File: src/rtl/netc_csr_pkg.sv
package netc_csr_pkg;
  localparam int DATA_W   = 16;
  localparam int NUM_REGS = 16;
  localparam int ADDR_W   = $clog2(NUM_REGS);

  // register indices
  localparam int A_CMD    = 0;
  localparam int A_DCFG   = 1;
  localparam int A_RXCTL  = 2;
  localparam int A_TXCTL  = 3;
  localparam int A_IMASK  = 4;
  localparam int A_ISTAT  = 5;
  localparam int A_RING0  = 6;
  localparam int A_RING3  = 9;
  localparam int A_TALLY0 = 10;
  localparam int A_TALLY2 = 12;
  localparam int A_EOBC   = 13;
  localparam int A_REV    = 14;
  localparam int A_DCFG2  = 15;

  // command bit positions
  localparam int B_HTX   = 0;
  localparam int B_TXP   = 1;
  localparam int B_RXDIS = 2;
  localparam int B_RXEN  = 3;
  localparam int B_STP   = 4;
  localparam int B_ST    = 5;
  localparam int B_RST   = 7;
  localparam int B_RRD   = 8;
  localparam int B_CAM   = 9;

  // status bit positions
  localparam int I_RBE  = 5;
  localparam int I_TXDN = 9;
  localparam int I_CAMD = 12;

  localparam logic [DATA_W-1:0] CMD_OR_MASK  = 16'h03BF;
  localparam logic [DATA_W-1:0] CMD_RST_VAL  = 16'h0094;
  localparam logic [DATA_W-1:0] CMD_SWR_CLR  = 16'h0303;
  localparam logic [DATA_W-1:0] CMD_SWR_SET  = 16'h0084;

  typedef struct packed {
    logic [NUM_REGS-1:0] wrSel;
    logic                txDoneSet;
    logic                camDoneSet;
  } strobe_t;

  function automatic logic [DATA_W-1:0] regWrMask(int idx);
    if (idx == A_DCFG)                       return 16'hBFFF;
    if (idx == A_DCFG2)                      return 16'hF017;
    if (idx == A_RXCTL)                      return 16'hFFE0;
    if (idx == A_TXCTL)                      return 16'hF000;
    if (idx == A_IMASK)                      return 16'h7FFF;
    if (idx >= A_RING0 && idx <= A_RING3)    return 16'hFFFE;
    return 16'hFFFF;
  endfunction

  function automatic bit regInverts(int idx);
    return (idx >= A_TALLY0 && idx <= A_TALLY2);
  endfunction
endpackage

File: src/rtl/netc_csr_ctrl.sv
module netc_csr_ctrl
  import netc_csr_pkg::*;
(
  input  logic              clk,
  input  logic              rstN,
  input  logic              hostWe,
  input  logic [ADDR_W-1:0] hostAddr,
  input  logic [DATA_W-1:0] hostWrData,
  input  logic              txDone,
  input  logic              camDone,
  input  logic              rraDone,
  input  logic              rbeFlag,
  output strobe_t           stb,
  output logic [DATA_W-1:0] cmdQ,
  output logic              txReqPulse,
  output logic              rraReqPulse,
  output logic              camReqPulse,
  output logic              timerStartPulse,
  output logic              timerStopPulse
);
  logic [NUM_REGS-1:0] selVec;
  logic [DATA_W-1:0]   cmdNext, wv;
  logic                txP, rraP, camP, stP, spP;

  for (genvar i = 0; i < NUM_REGS; i++) begin : g_sel
    if (i == A_DCFG || i == A_DCFG2) begin : g_rstOnly
      assign selVec[i] = hostWe && (hostAddr == ADDR_W'(i)) && cmdQ[B_RST];
    end else if (i == A_REV) begin : g_ro
      assign selVec[i] = 1'b0;
    end else begin : g_any
      assign selVec[i] = hostWe && (hostAddr == ADDR_W'(i));
    end
  end

  always_comb begin
    stb.wrSel      = selVec;
    stb.txDoneSet  = txDone;
    stb.camDoneSet = camDone;
  end

  always_comb begin
    cmdNext = cmdQ;
    wv      = hostWrData & CMD_OR_MASK;
    txP = 1'b0; rraP = 1'b0; camP = 1'b0; stP = 1'b0; spP = 1'b0;
    if (selVec[A_CMD]) begin
      if (cmdQ[B_RST] && !hostWrData[B_RST]) begin
        cmdNext[B_RST] = 1'b0;
      end else begin
        cmdNext = cmdQ | wv;
        if (wv[B_RXDIS]) cmdNext[B_RXEN]  = 1'b0;
        if (wv[B_RXEN])  cmdNext[B_RXDIS] = 1'b0;
        if (wv[B_STP])   cmdNext[B_ST]    = 1'b0;
        if (wv[B_ST])    cmdNext[B_STP]   = 1'b0;
        spP = wv[B_STP];
        stP = wv[B_ST];
        if (wv[B_RST]) begin
          cmdNext = (cmdNext & ~CMD_SWR_CLR) | CMD_SWR_SET;
        end else begin
          txP  = wv[B_TXP] && !cmdQ[B_TXP];
          rraP = wv[B_RRD] && !cmdQ[B_RRD];
          camP = wv[B_CAM] && !cmdQ[B_CAM];
        end
      end
    end
    if (selVec[A_ISTAT] && hostWrData[I_RBE] && rbeFlag && !cmdQ[B_RRD]) begin
      cmdNext[B_RRD] = 1'b1;
      rraP           = 1'b1;
    end
    if (txDone)  cmdNext[B_TXP] = 1'b0;
    if (camDone) cmdNext[B_CAM] = 1'b0;
    if (rraDone) cmdNext[B_RRD] = 1'b0;
  end

  always_ff @(posedge clk) begin
    if (!rstN) begin
      cmdQ            <= CMD_RST_VAL;
      txReqPulse      <= 1'b0;
      rraReqPulse     <= 1'b0;
      camReqPulse     <= 1'b0;
      timerStartPulse <= 1'b0;
      timerStopPulse  <= 1'b0;
    end else begin
      cmdQ            <= cmdNext;
      txReqPulse      <= txP;
      rraReqPulse     <= rraP;
      camReqPulse     <= camP;
      timerStartPulse <= stP;
      timerStopPulse  <= spP;
    end
  end
endmodule

File: src/rtl/netc_csr_dp.sv
module netc_csr_dp
  import netc_csr_pkg::*;
#(
  parameter logic [DATA_W-1:0] REV_ID    = 16'h0004,
  parameter logic [DATA_W-1:0] EOBC_INIT = 16'h02F8
) (
  input  logic              clk,
  input  logic              rstN,
  input  strobe_t           stb,
  input  logic [DATA_W-1:0] wrData,
  input  logic [ADDR_W-1:0] rdAddr,
  input  logic [DATA_W-1:0] cmdQ,
  input  logic [DATA_W-1:0] statusSet,
  output logic              rbeFlag,
  output logic [DATA_W-1:0] rdData,
  output logic              irqOut
);
  logic [DATA_W-1:0] regVal [NUM_REGS];

  for (genvar i = 0; i < NUM_REGS; i++) begin : g_reg
    if (i == A_CMD) begin : g_cmd
      assign regVal[i] = cmdQ;
    end else if (i == A_REV) begin : g_rev
      assign regVal[i] = REV_ID;
    end else if (i == A_ISTAT) begin : g_isr
      logic [DATA_W-1:0] q;
      logic [DATA_W-1:0] doneBits;
      always_comb begin
        doneBits = '0;
        doneBits[I_TXDN] = stb.txDoneSet;
        doneBits[I_CAMD] = stb.camDoneSet;
      end
      always_ff @(posedge clk) begin
        if (!rstN) q <= '0;
        else q <= (q & ~(stb.wrSel[i] ? wrData : '0)) | statusSet | doneBits;
      end
      assign regVal[i] = q;
    end else begin : g_std
      localparam logic [DATA_W-1:0] MSK = regWrMask(i);
      localparam bit                INV = regInverts(i);
      localparam logic [DATA_W-1:0] RV  = (i == A_EOBC) ? EOBC_INIT : '0;
      logic [DATA_W-1:0] q;
      always_ff @(posedge clk) begin
        if (!rstN) q <= RV;
        else if (stb.wrSel[i]) q <= (INV ? ~wrData : wrData) & MSK;
      end
      assign regVal[i] = q;
    end
  end

  assign rdData  = regVal[rdAddr];
  assign irqOut  = |(regVal[A_IMASK] & regVal[A_ISTAT]);
  assign rbeFlag = regVal[A_ISTAT][I_RBE];
endmodule

File: src/rtl/netc_csr_bank.sv
module netc_csr_bank
  import netc_csr_pkg::*;
#(
  parameter logic [15:0] REV_ID    = 16'h0004,
  parameter logic [15:0] EOBC_INIT = 16'h02F8
) (
  input  logic        clk,
  input  logic        rstN,
  input  logic        hostWe,
  input  logic [3:0]  hostAddr,
  input  logic [15:0] hostWrData,
  output logic [15:0] hostRdData,
  input  logic        txDone,
  input  logic        camDone,
  input  logic        rraDone,
  input  logic [15:0] statusSet,
  output logic        irqOut,
  output logic        txReqPulse,
  output logic        rraReqPulse,
  output logic        camReqPulse,
  output logic        timerStartPulse,
  output logic        timerStopPulse
);
  strobe_t           stb;
  logic [DATA_W-1:0] cmdQ;
  logic              rbeFlag;

  netc_csr_ctrl u_ctrl (
    .clk, .rstN, .hostWe, .hostAddr, .hostWrData,
    .txDone, .camDone, .rraDone, .rbeFlag,
    .stb, .cmdQ,
    .txReqPulse, .rraReqPulse, .camReqPulse,
    .timerStartPulse, .timerStopPulse
  );

  netc_csr_dp #(.REV_ID(REV_ID), .EOBC_INIT(EOBC_INIT)) u_dp (
    .clk, .rstN, .stb, .wrData(hostWrData), .rdAddr(hostAddr),
    .cmdQ, .statusSet, .rbeFlag, .rdData(hostRdData), .irqOut
  );
endmodule

File: config.mk
export PLATFORM = sky130hd
export DESIGN_NAME = netc_csr_bank
export DESIGN_NICKNAME = d
export VERILOG_FILES = /design/src/rtl/netc_csr_pkg.sv /design/src/rtl/netc_csr_ctrl.sv /design/src/rtl/netc_csr_dp.sv /design/src/rtl/netc_csr_bank.sv
export SDC_FILE = /design/constraint.sdc
export NUM_CORES = 1
export LEC_CHECK = 0
export BUFFER_PORTS_ARGS = -buffer_cell sky130_fd_sc_hd__buf_4
export CORE_UTILIZATION = 58
export CTS_BUF_LIST = sky130_fd_sc_hd__clkbuf_8
export DETAILED_ROUTE_END_ITERATION = 10
export HOLD_SLACK_MARGIN = 0.02
export PLACE_DENSITY = 0.77
export SYNTH_ARGS = -nofsm -noshare
export SYNTH_HDL_FRONTEND = slang
export SYNTH_SLANG_ARGS = --single-unit
File: constraint.sdc
create_clock -name clk -period 3.23 [get_ports clk]
set_input_delay 0.323 -clock clk [delete_from_list [all_inputs] [get_ports clk]]
set_output_delay 0.323 -clock clk [all_outputs]
set_load 0.03 [all_outputs]
==> impl_metrics.tcl, run 1 <==
set metrics [dict create \
    port_buffers 63 \
    routed_wl_um 27700 \
    routabilityCongestion 0.907 \
    initial_core_util_pct 59.3 \
    final_common_cell "nand2_1" \
    slowest_delay_ns 0.47 \
    tritoncts "yes" \
    ff2ff_setup_slack_ns 1.56 \
    fin_nets 1183 \
    netlist_area_sq_um 9390 \
    cts_made_buffers 37 \
    n_antenna_cell 0 \
    clk_root_buffer_cell "clkbuf_8" \
    ys_seq_area_share_pct 44.1 \
    grt_use_met3_pct 7.23 \
    rows 46 \
    yosysUniqueCellTypes 56 \
    combPwrFrac_pct 9.4 \
    synth_top_family_by_area "simple AND/OR/NAND/NOR gates" \
    leakage_uw 0.00382 \
    core-area_sq_um 15800 \
    synth_edf_count 0 \
    min_period_ns 2.75 \
    status "finished, final reports clean" \
    drt-initial-drc-count 740 \
    critPathSlowestCell "buf_4" \
    antenna_found_initial 0 \
    multi_input_area_sq_um 4700 \
    rsz0062_at_grt "no" \
    clock_sinks 207 \
    grt_max_degree 64 \
    worst_ir_drop_vdd_mv 0.441 \
    use_met2_pct 54.0 \
    reg2reg_to "u_dp.g_reg[1].g_std.q[12]" \
    gr-max-usage-layer "met2" \
    arrival_ns 2.43 \
    via_per_inst 6.11 \
    ys_seq_elements 207 \
    drc 0 \
    worstSetupPathType "in -> out" \
    synthSimpleGateAreaFrac_pct 19.9 \
    slew_violations 0 \
    r2r_cells 4 \
    track_usage_pct 33.8 \
    die_width_um 129 \
    synthXorXnorAreaFrac_pct 0 \
    critPathLaunchType "primary input" \
    muxShareOfSynthArea_pct 11.9 \
    path_cells "buf_4, inv_1, nor3_1, a221oi_1, o21ai_0, buf_4" \
    async_flop_share_pct 0 \
    seq_power_share_pct 48.5 \
    clockBufferDepth 3 \
    r2r_start "u_ctrl.cmdQ[7]" \
    pin_count 64 \
    use_met1_pct 43.7 \
    hold_buffers 19 \
    synthToLayoutAreaGrowth_pct 13.9 \
    hold_viol_final 0 \
    drt_pass1_iterations 5 \
    period_share_pct 85.3 \
    crit_end "hostRdData[9]" \
    synth.net_count 1135 \
    cp-end-kind "output pin" \
    finalClockSkew_ns 0.0229 \
    internal_power_uw 4010 \
    grt_pass1_vias 7855 \
    vias 8419 \
    final_antenna_net_count 0 \
    p_per_area_nw_per_um2 508 \
    grt_pass1_wl_um 43000 \
    slew_headroom_pct 44.3 \
    cts_max_level 2 \
    finalPower_uw 5430 \
    min_path_type "in -> reg" \
    synthFlopType "dfxtp_1" \
    synth_compound_area_share_pct 18.3 \
    path_max_fanout 45 \
    yosysWarnings 0 \
    tightest_slew_ns 0.835 \
    final-seq-area_sq_um 4140 \
    crit_path_frequent_cell "buf_4" \
    tns_ns 0 \
    wl_per_cell_um 20.1 \
    hpwl_um 17800 \
    clk_pin_slew_ns 0.06 \
    setup_violations 0 \
    startpoint "hostAddr[1]" \
    synth_area_per_cell_sq_um 8.59 \
    chipHeight_um 129 \
    synth-adder-area-share_pct 0 \
    layout.cells.most_common_list "268 x nand2_1, 207 x dfxtp_1, 169 x a21oi_1, 91 x buf_4, 49 x or3_1" \
    cts_resized 0 \
    final_layout_size_suffix_gt1_share_pct 16.7 \
    p_clk_share_pct 42.1 \
    clock_latency_ns 0.55 \
    fillers 1323 \
    drv_cap 0 \
    critical_path_required_ns 2.91 \
    cts_setup_buffers 0 \
    grt-ovfl-total 0 \
    p_switching_uw 1420 \
    synthCells 1093 \
    dieArea_sq_um 16700 \
    sw_frac_of_total_pct 26.2 \
    fmax_ghz 0.363 \
]
==> registers in the layout, summed over array words and instances (netlist names) <==
name	cells
u_ctrl.timerStartPulse	1
u_ctrl.camReqPulse	1
u_ctrl.timerStopPulse	1
u_ctrl.txReqPulse	1
u_dp.g.g_isr.q	16
u_dp.g.g_std.q	177
u_ctrl.rraReqPulse	1
u_ctrl.cmdQ	9
==> layer usage <==
metal  part of all wire, %  routed length, um  vias up
met3                   8.0               2230       74
met1                    41              11400     4056
met5                     0                  0        -
li1                      -                  -     3913
met4                   3.6                998        0
met2                    47              13100      376
==> final cells by class <==
type	instances	area share [%]
Timing Repair Buffer	111	8.35
Multi-Input combinational cell	782	44.0
Clock buffer	44	5.66
Sequential cell	207	38.8
Tap cell	216	2.53
Inverter	2	0.0936
Clock inverter	15	0.632
==> synth_stat cells (all sizes together), types with 8 or more instances <==
cell,n,area share (%)
buf,54,3.8
nand2,269,11
clkbuf,48,1.9
nor2,33,1.7
a21boi,15,1.2
mux2,12,1.4
a22oi,8,0.64
nand3,19,1.1
a21oi,169,9.0
o21ai,35,1.9
dfxtp,207,44
o21a,13,1.0
mux4,23,5.5
mux2i,46,4.9
o22ai,11,0.73
a221oi,8,0.75
or3,49,3.3
==> metrics by stage <==
step | utilization [%] | instance area (sq um) | setup slack [ns] | cells | hold WS, ns
2_1_floorplan | - | 9390 | 0.736 | 1093 | 0.399
3_3_place_gp | 62.1 | 9830 | 0.764 | 1299 | 0.439
3_5_place_dp | 62.1 | 9830 | 0.681 | 1299 | 0.443
4_1_cts | 67.6 | 10700 | 0.657 | 1377 | 0.0823
5_1_grt | 67.6 | 10700 | 0.439 | 1377 | 0.0833
6_report | 67.6 | 10700 | 0.476 | 1377 | 0.0879
==> worst max-delay path, delay by kind of cell <==
family / cells / cell delay (ns)
and+or+nand+nor: 1 / 0.45
buffers and inverters: 3 / 0.98
AOI/OAI and AO/OA: 2 / 0.63
==> how the worst min path moves through the flow <==
stage	startpoint	endpoint	slack (ns)	cells after the start
after floorplan	rraDone	u_ctrl.cmdQ[8]	0.40	1
after global placement	u_dp.g_reg[10].g_std.q[7]	u_dp.g_reg[10].g_std.q[7]	0.44	2
after detailed placement	u_dp.g_reg[7].g_std.q[2]	u_dp.g_reg[7].g_std.q[2]	0.44	2
after CTS	hostWrData[0]	u_dp.g_reg[4].g_std.q[0]	0.08	3
after global routing	hostWrData[0]	u_dp.g_reg[4].g_std.q[0]	0.08	3
final	hostWrData[0]	u_dp.g_reg[4].g_std.q[0]	0.09	3
==> power groups by stage <==
stage	combinational (uW)	clock [uW]	sequential, uW
3_3_place_gp	478	0	2680
5_1_grt	539	2430	2630
4_1_cts	501	2300	2630
3_5_place_dp	480	0	2680
2_1_floorplan	327	0	2670
6_report	510	2290	2630
==> cell families after synthesis <==
kind of cell	Yosys count
AOI/OAI and AO/OA	290
buffers and inverters	104
DFF	207
muxes	81
and+or+nand+nor	411
(Power assumes the default switching activity.)
==> run 2: changes to the inputs <==
CELL_PAD_IN_SITES_DETAIL_PLACEMENT = 0   (was not set)
CELL_PAD_IN_SITES_GLOBAL_PLACEMENT = 1   (was not set)
CORE_UTILIZATION = 51   (was 58)
PLACE_DENSITY = not set   (was 0.77)
PLACE_DENSITY_LB_ADDON = 0.1   (was not set)
==> run 2 against run 1 <==
Clock power rose by 3%; critical path type unchanged; wire length is 5.6% higher; largest power group unchanged; sequential share of layout area shrank 0.38 points; sequential cell count stayed put.
==> impl_metrics.tcl, run 2 (synthesis results as in run 1) <==
set metrics [dict create \
    hold_buffers 16 \
    worstSetupPathType "in -> out" \
    drc 0 \
    dieArea_sq_um 19000 \
    tritoncts "yes" \
    core-area_sq_um 18000 \
    routabilityCongestion 0.844 \
    min_path_type "in -> reg" \
    period_share_pct 81.9 \
    fillers 1655 \
    grt_max_degree 57 \
    grt-ovfl-total 0 \
    pin_count 64 \
    cpLargestDelayFamily "buffers and inverters" \
    clk_pin_slew_ns 0.06 \
    largest_register_ffs 177 \
    drt_pass1_iterations 5 \
    cts_made_buffers 36 \
    path_cells "buf_4, buf_4, nor2b_1, a221oi_1, nor3b_1, a211o_1, buf_4" \
    leakage_uw 0.00388 \
    cts_resized 0 \
    synthToLayoutAreaGrowth_pct 15.0 \
    crit_buf_inv 3 \
    wl_per_cell_um 20.9 \
    slew_headroom_pct 51.8 \
    hpwl_um 18900 \
    finalClockSkew_ns 0.0116 \
    vias 8316 \
    setup_violations 0 \
    worst_ir_drop_vdd_mv 0.419 \
    final_cell_area_sq_um 10800 \
    cp-end-kind "output pin" \
    grt_pass1_vias 7810 \
    clockBufferDepth 3 \
    initial_core_util_pct 52.1 \
    slew_violations 0 \
    final_antenna_net_count 0 \
    drt-initial-drc-count 699 \
    hold_viol_final 0 \
    critical_path_required_ns 2.91 \
    regMostFlops "u_dp.g.g_std.q" \
    placed_cell_area_sq_um 9900 \
    port_buffers 63 \
    critPathLaunchType "primary input" \
    antenna_found_initial 0 \
    tightest_slew_ns 0.714 \
    final-seq-area_sq_um 4140 \
    critPathSlowestCell "buf_4" \
    cts_setup_buffers 0 \
    min_period_ns 2.65 \
    die_width_um 138 \
    final_common_cell "nand2_1" \
    clock_sinks 207 \
    track_usage_pct 31.7 \
    cts_max_level 2 \
    crit_path_frequent_cell "buf_4" \
    slowest_delay_ns 0.48 \
    routed_wl_um 29300 \
    chipHeight_um 138 \
    reg_top3 "u_dp.g.g_std.q: 177 flops, u_dp.g.g_isr.q: 16 flops, u_ctrl.cmdQ: 9 flops" \
    clk_root_buffer_cell "clkbuf_8" \
    clock_latency_ns 0.52 \
    rsz0062_at_grt "no" \
    fin_nets 1186 \
    layout.cells.most_common_list "268 x nand2_1, 207 x dfxtp_1, 169 x a21oi_1, 93 x buf_4, 49 x or3_1" \
    multi_input_area_sq_um 4700 \
    drv_cap 0 \
    n_antenna_cell 0 \
    holdWs_ns 0.120 \
    grt_pass1_wl_um 44900 \
    tns_ns 0 \
    path_max_fanout 43 \
    rows 49 \
    p_per_area_nw_per_um2 510 \
    final_layout_size_suffix_gt1_share_pct 17.0 \
    via_per_inst 5.95 \
    arrival_ns 2.32 \
    status "finished, final reports clean" \
    fmax_ghz 0.378 \
]
run 2: cell count changes in the layout (fill, tap and decap cells not counted):
cell,delta
buf_4,+2
buf_12,+2
inv_1,+2
clkinvlp_4,-2
clkbuf_8,+3
run 2: routing by layer:
metal,wire (um),share of wire [%],global-route usage (%)
met2,13400,46,48.9
met4,966,3.3,13.2
met3,2150,7.3,4.56
met1,12800,44,44.2
met5,0,0,0
run 2: layout make-up:
type	instances	share of cell area [%]
repair buffers	115	8.78
inverters	2	0.0927
well taps	229	2.65
multi-input cells	782	43.6
clock buffers	47	5.99
flip-flops and latches	207	38.4
clock inverters	15	0.556
run 2: tightest hold or removal path, cell delays in order:
cell     delay (ns)
buf_4          0.15
nand2_1        0.06
a21oi_1        0.05
run 2: power by group:
group | switching [uW] | internal, uW
combinational | 332 | 193
sequential | 31.9 | 2600
clock | 1060 | 1300
total | 1420 | 4090
run 2: stage by stage:
stage / setup slack (ns) / power [uW] / util, % / cells
finish: 0.585 / 5510 / 59.9 / 1397
global route: 0.405 / 5690 / 59.9 / 1397
CTS: 0.611 / 5540 / 59.7 / 1394
detailed placement: 0.617 / 3190 / 54.9 / 1316
global placement: 0.648 / 3180 / 54.9 / 1316
floorplan: 0.736 / 3000 / - / 1093
run 2: worst paths after layout:
path / start / slack [ns] / to / cells after the start
worst max-delay path: hostAddr[1] / 0.58 / hostRdData[6] / 7
worst min-delay path: hostWrData[0] / 0.12 / u_dp.g_reg[13].g_std.q[0] / 3
worst max register to register: u_ctrl.cmdQ[7] / 1.60 / u_dp.g_reg[1].g_std.q[13] / 4
worst min register to register: u_dp.g_reg[10].g_std.q[13] / 0.45 / u_dp.g_reg[10].g_std.q[13] / 2
==> run 3: changes to the inputs <==
ABC_AREA = 1   (was not set)
CORE_UTILIZATION = 41   (was 51)
clock period = 2.35 ns   (was 3.23 ns; I/O delays follow)
==> run 3 against run 2 <==
Clock skew shrank 0.0011 ns; core utilization is 8.0 points lower; critical path depth up 2; via count is 6.3% higher; register-to-register slack worse by 0.80 ns; final cell count grew 19%; synthesized cell count rose by 15%; wire length grew 9.3%; global-route usage decreased by 2.4 points; sequential cell count stayed put.
==> impl_metrics.tcl, run 3 <==
set metrics [dict create \
    synth.net_count 1304 \
    async_flop_share_pct 0 \
    rows 53 \
    dieArea_sq_um 22200 \
    largest_register_ffs 177 \
    ys_seq_elements 207 \
    synth_edf_count 0 \
    min_period_ns 2.01 \
    post-synth-top-area-cell "dfxtp_1" \
    via_per_inst 5.32 \
    regMostFlops "u_dp.g.g_std.q" \
    worst_ir_drop_vdd_mv 0.566 \
    reg_top3 "u_dp.g.g_std.q: 177 flops, u_dp.g.g_isr.q: 16 flops, u_ctrl.cmdQ: 9 flops" \
    port_buffers 63 \
    cts_max_level 2 \
    final_antenna_net_count 0 \
    tightest_slew_ns 0.686 \
    slew_headroom_pct 54.2 \
    critPathLaunchType "primary input" \
    yosysUniqueCellTypes 25 \
    wl_per_cell_um 19.2 \
    hold_viol_final 0 \
    clock_sinks 207 \
    routed_wl_um 32000 \
    worstSetupPathType "in -> out" \
    clock_latency_ns 0.52 \
    core-area_sq_um 21100 \
    cp-end-kind "output pin" \
    ys_seq_area_share_pct 46.7 \
    period_share_pct 85.6 \
    clk_root_buffer_cell "clkbuf_8" \
    grt_pass1_wl_um 49100 \
    tritoncts "yes" \
    ff2ff_setup_slack_ns 0.80 \
    rsz0062_at_grt "no" \
    min_path_type "in -> reg" \
    antenna_found_initial 0 \
    holdWs_ns 0.0726 \
    critical_path_required_ns 2.12 \
    synth_top_area_share_pct 46.7 \
    netlist_area_sq_um 8870 \
    grt_max_degree 170 \
    layout.cells.most_common_list "351 x nand2_1, 207 x dfxtp_1, 187 x o21ai_0, 176 x a21oi_1, 100 x buf_4" \
    final_common_cell "nand2_1" \
    cts_resized 0 \
    hpwl_um 21200 \
    clk_pin_slew_ns 0.05 \
    synthToLayoutAreaGrowth_pct 23.4 \
    synthFlopType "dfxtp_1" \
    drt-initial-drc-count 714 \
    drt_pass1_iterations 7 \
    initial_core_util_pct 42.1 \
    cts_setup_buffers 0 \
    synth.top_cells.by_count "351 x nand2_1, 207 x dfxtp_1, 187 x o21ai_0" \
    chipHeight_um 149 \
    grt_pass1_vias 8436 \
    drc 0 \
    slew_violations 0 \
    synthCells 1262 \
    yosysMostFrequentCell "nand2_1" \
    synth_area_leaders "dfxtp_1 47%, nand2_1 15%, o21ai_0 11%" \
    fin_nets 1400 \
    grt-ovfl-total 0 \
    cts_made_buffers 39 \
    drv_cap 0 \
    status "finished, final reports clean" \
    leakage_uw 0.00469 \
    clockBufferDepth 3 \
    vias 8836 \
    pin_count 64 \
    yosysWarnings 0 \
    final_layout_size_suffix_gt1_share_pct 13.9 \
    p_per_area_nw_per_um2 756 \
    routabilityCongestion 0.899 \
    path_max_fanout 15 \
    setup_violations 0 \
    fmax_ghz 0.497 \
    hold_buffers 35 \
    finalPower_uw 8280 \
    n_antenna_cell 0 \
    track_usage_pct 29.4 \
    synth_area_per_cell_sq_um 7.03 \
    finalClockSkew_ns 0.0105 \
    tns_ns 0 \
    die_width_um 149 \
    arrival_ns 1.78 \
]
==> run 3: changes by cell type after synthesis, sizes merged, moves of 21 or more <==
cell	delta
inv	+51
mux2i	-46
mux4	-23
nand2	+82
nand3	+40
nand4	+21
nor2	+51
o21ai	+156
or3	-49
==> run 3: worst paths after layout <==
path                             start                         to  depth (start not counted)
max                        hostAddr[1]             hostRdData[12]                          9
max reg2reg             u_ctrl.cmdQ[7]   u_dp.g_reg[1].g_std.q[5]                          4
min reg2reg  u_dp.g_reg[12].g_std.q[5]  u_dp.g_reg[12].g_std.q[5]                          2
min                               rstN             u_ctrl.cmdQ[3]                          3
==> run 3: worst max-delay path: stages <==
cell	delay [ns]
buf_4	0.17
inv_2	0.11
nor2_4	0.41
buf_12	0.23
nand2_1	0.06
nand3_1	0.11
nand2_1	0.09
nand4_1	0.15
buf_4	0.19
==> run 3: logic make-up after synthesis <==
| family | share of synthesized area, % |
|---|---|
| AND/OR/NAND/NOR | 24.5 |
| buffers and inverters | 7.18 |
| flip-flops | 46.7 |
| AO/OA/AOI/OAI | 21.5 |
==> run 3: power breakdown <==
group	internal [uW]	switching, uW	leakage, uW
sequential	3600	49.8	0.00168
combinational	249	490	0.00252
clock	2350	1540	0.000487
==> run 3: metal layers <==
layer  GRT usage, %  part of all wire, %  up-vias
li1               -                    -     4376
met1           39.3                   45     4107
met2           47.4                   47      288
met3           4.07                  5.2       65
met4           11.9                  3.5        0
met5              0                    0        -
==> run 3: area by class of cell <==
cell class | instances | area [sq um]
well taps | 275 | 344
clock inverters | 12 | 101
clock buffers | 57 | 785
multi-input cells | 903 | 4100
fillers | 2204 | 10100
flip-flops and latches | 207 | 4140
repair buffers | 141 | 1220
inverters | 66 | 248
==> run 3: stage by stage <==
step	instance area (sq um)	std cells	setup WS, ns	utilization, %
detailed placement	9710	1557	0.351	46.0
global placement	9710	1557	0.379	46.0
CTS	10900	1661	0.352	51.9
finish	10900	1661	0.338	51.9
floorplan	8870	1262	0.705	-
global route	10900	1661	0.244	51.9
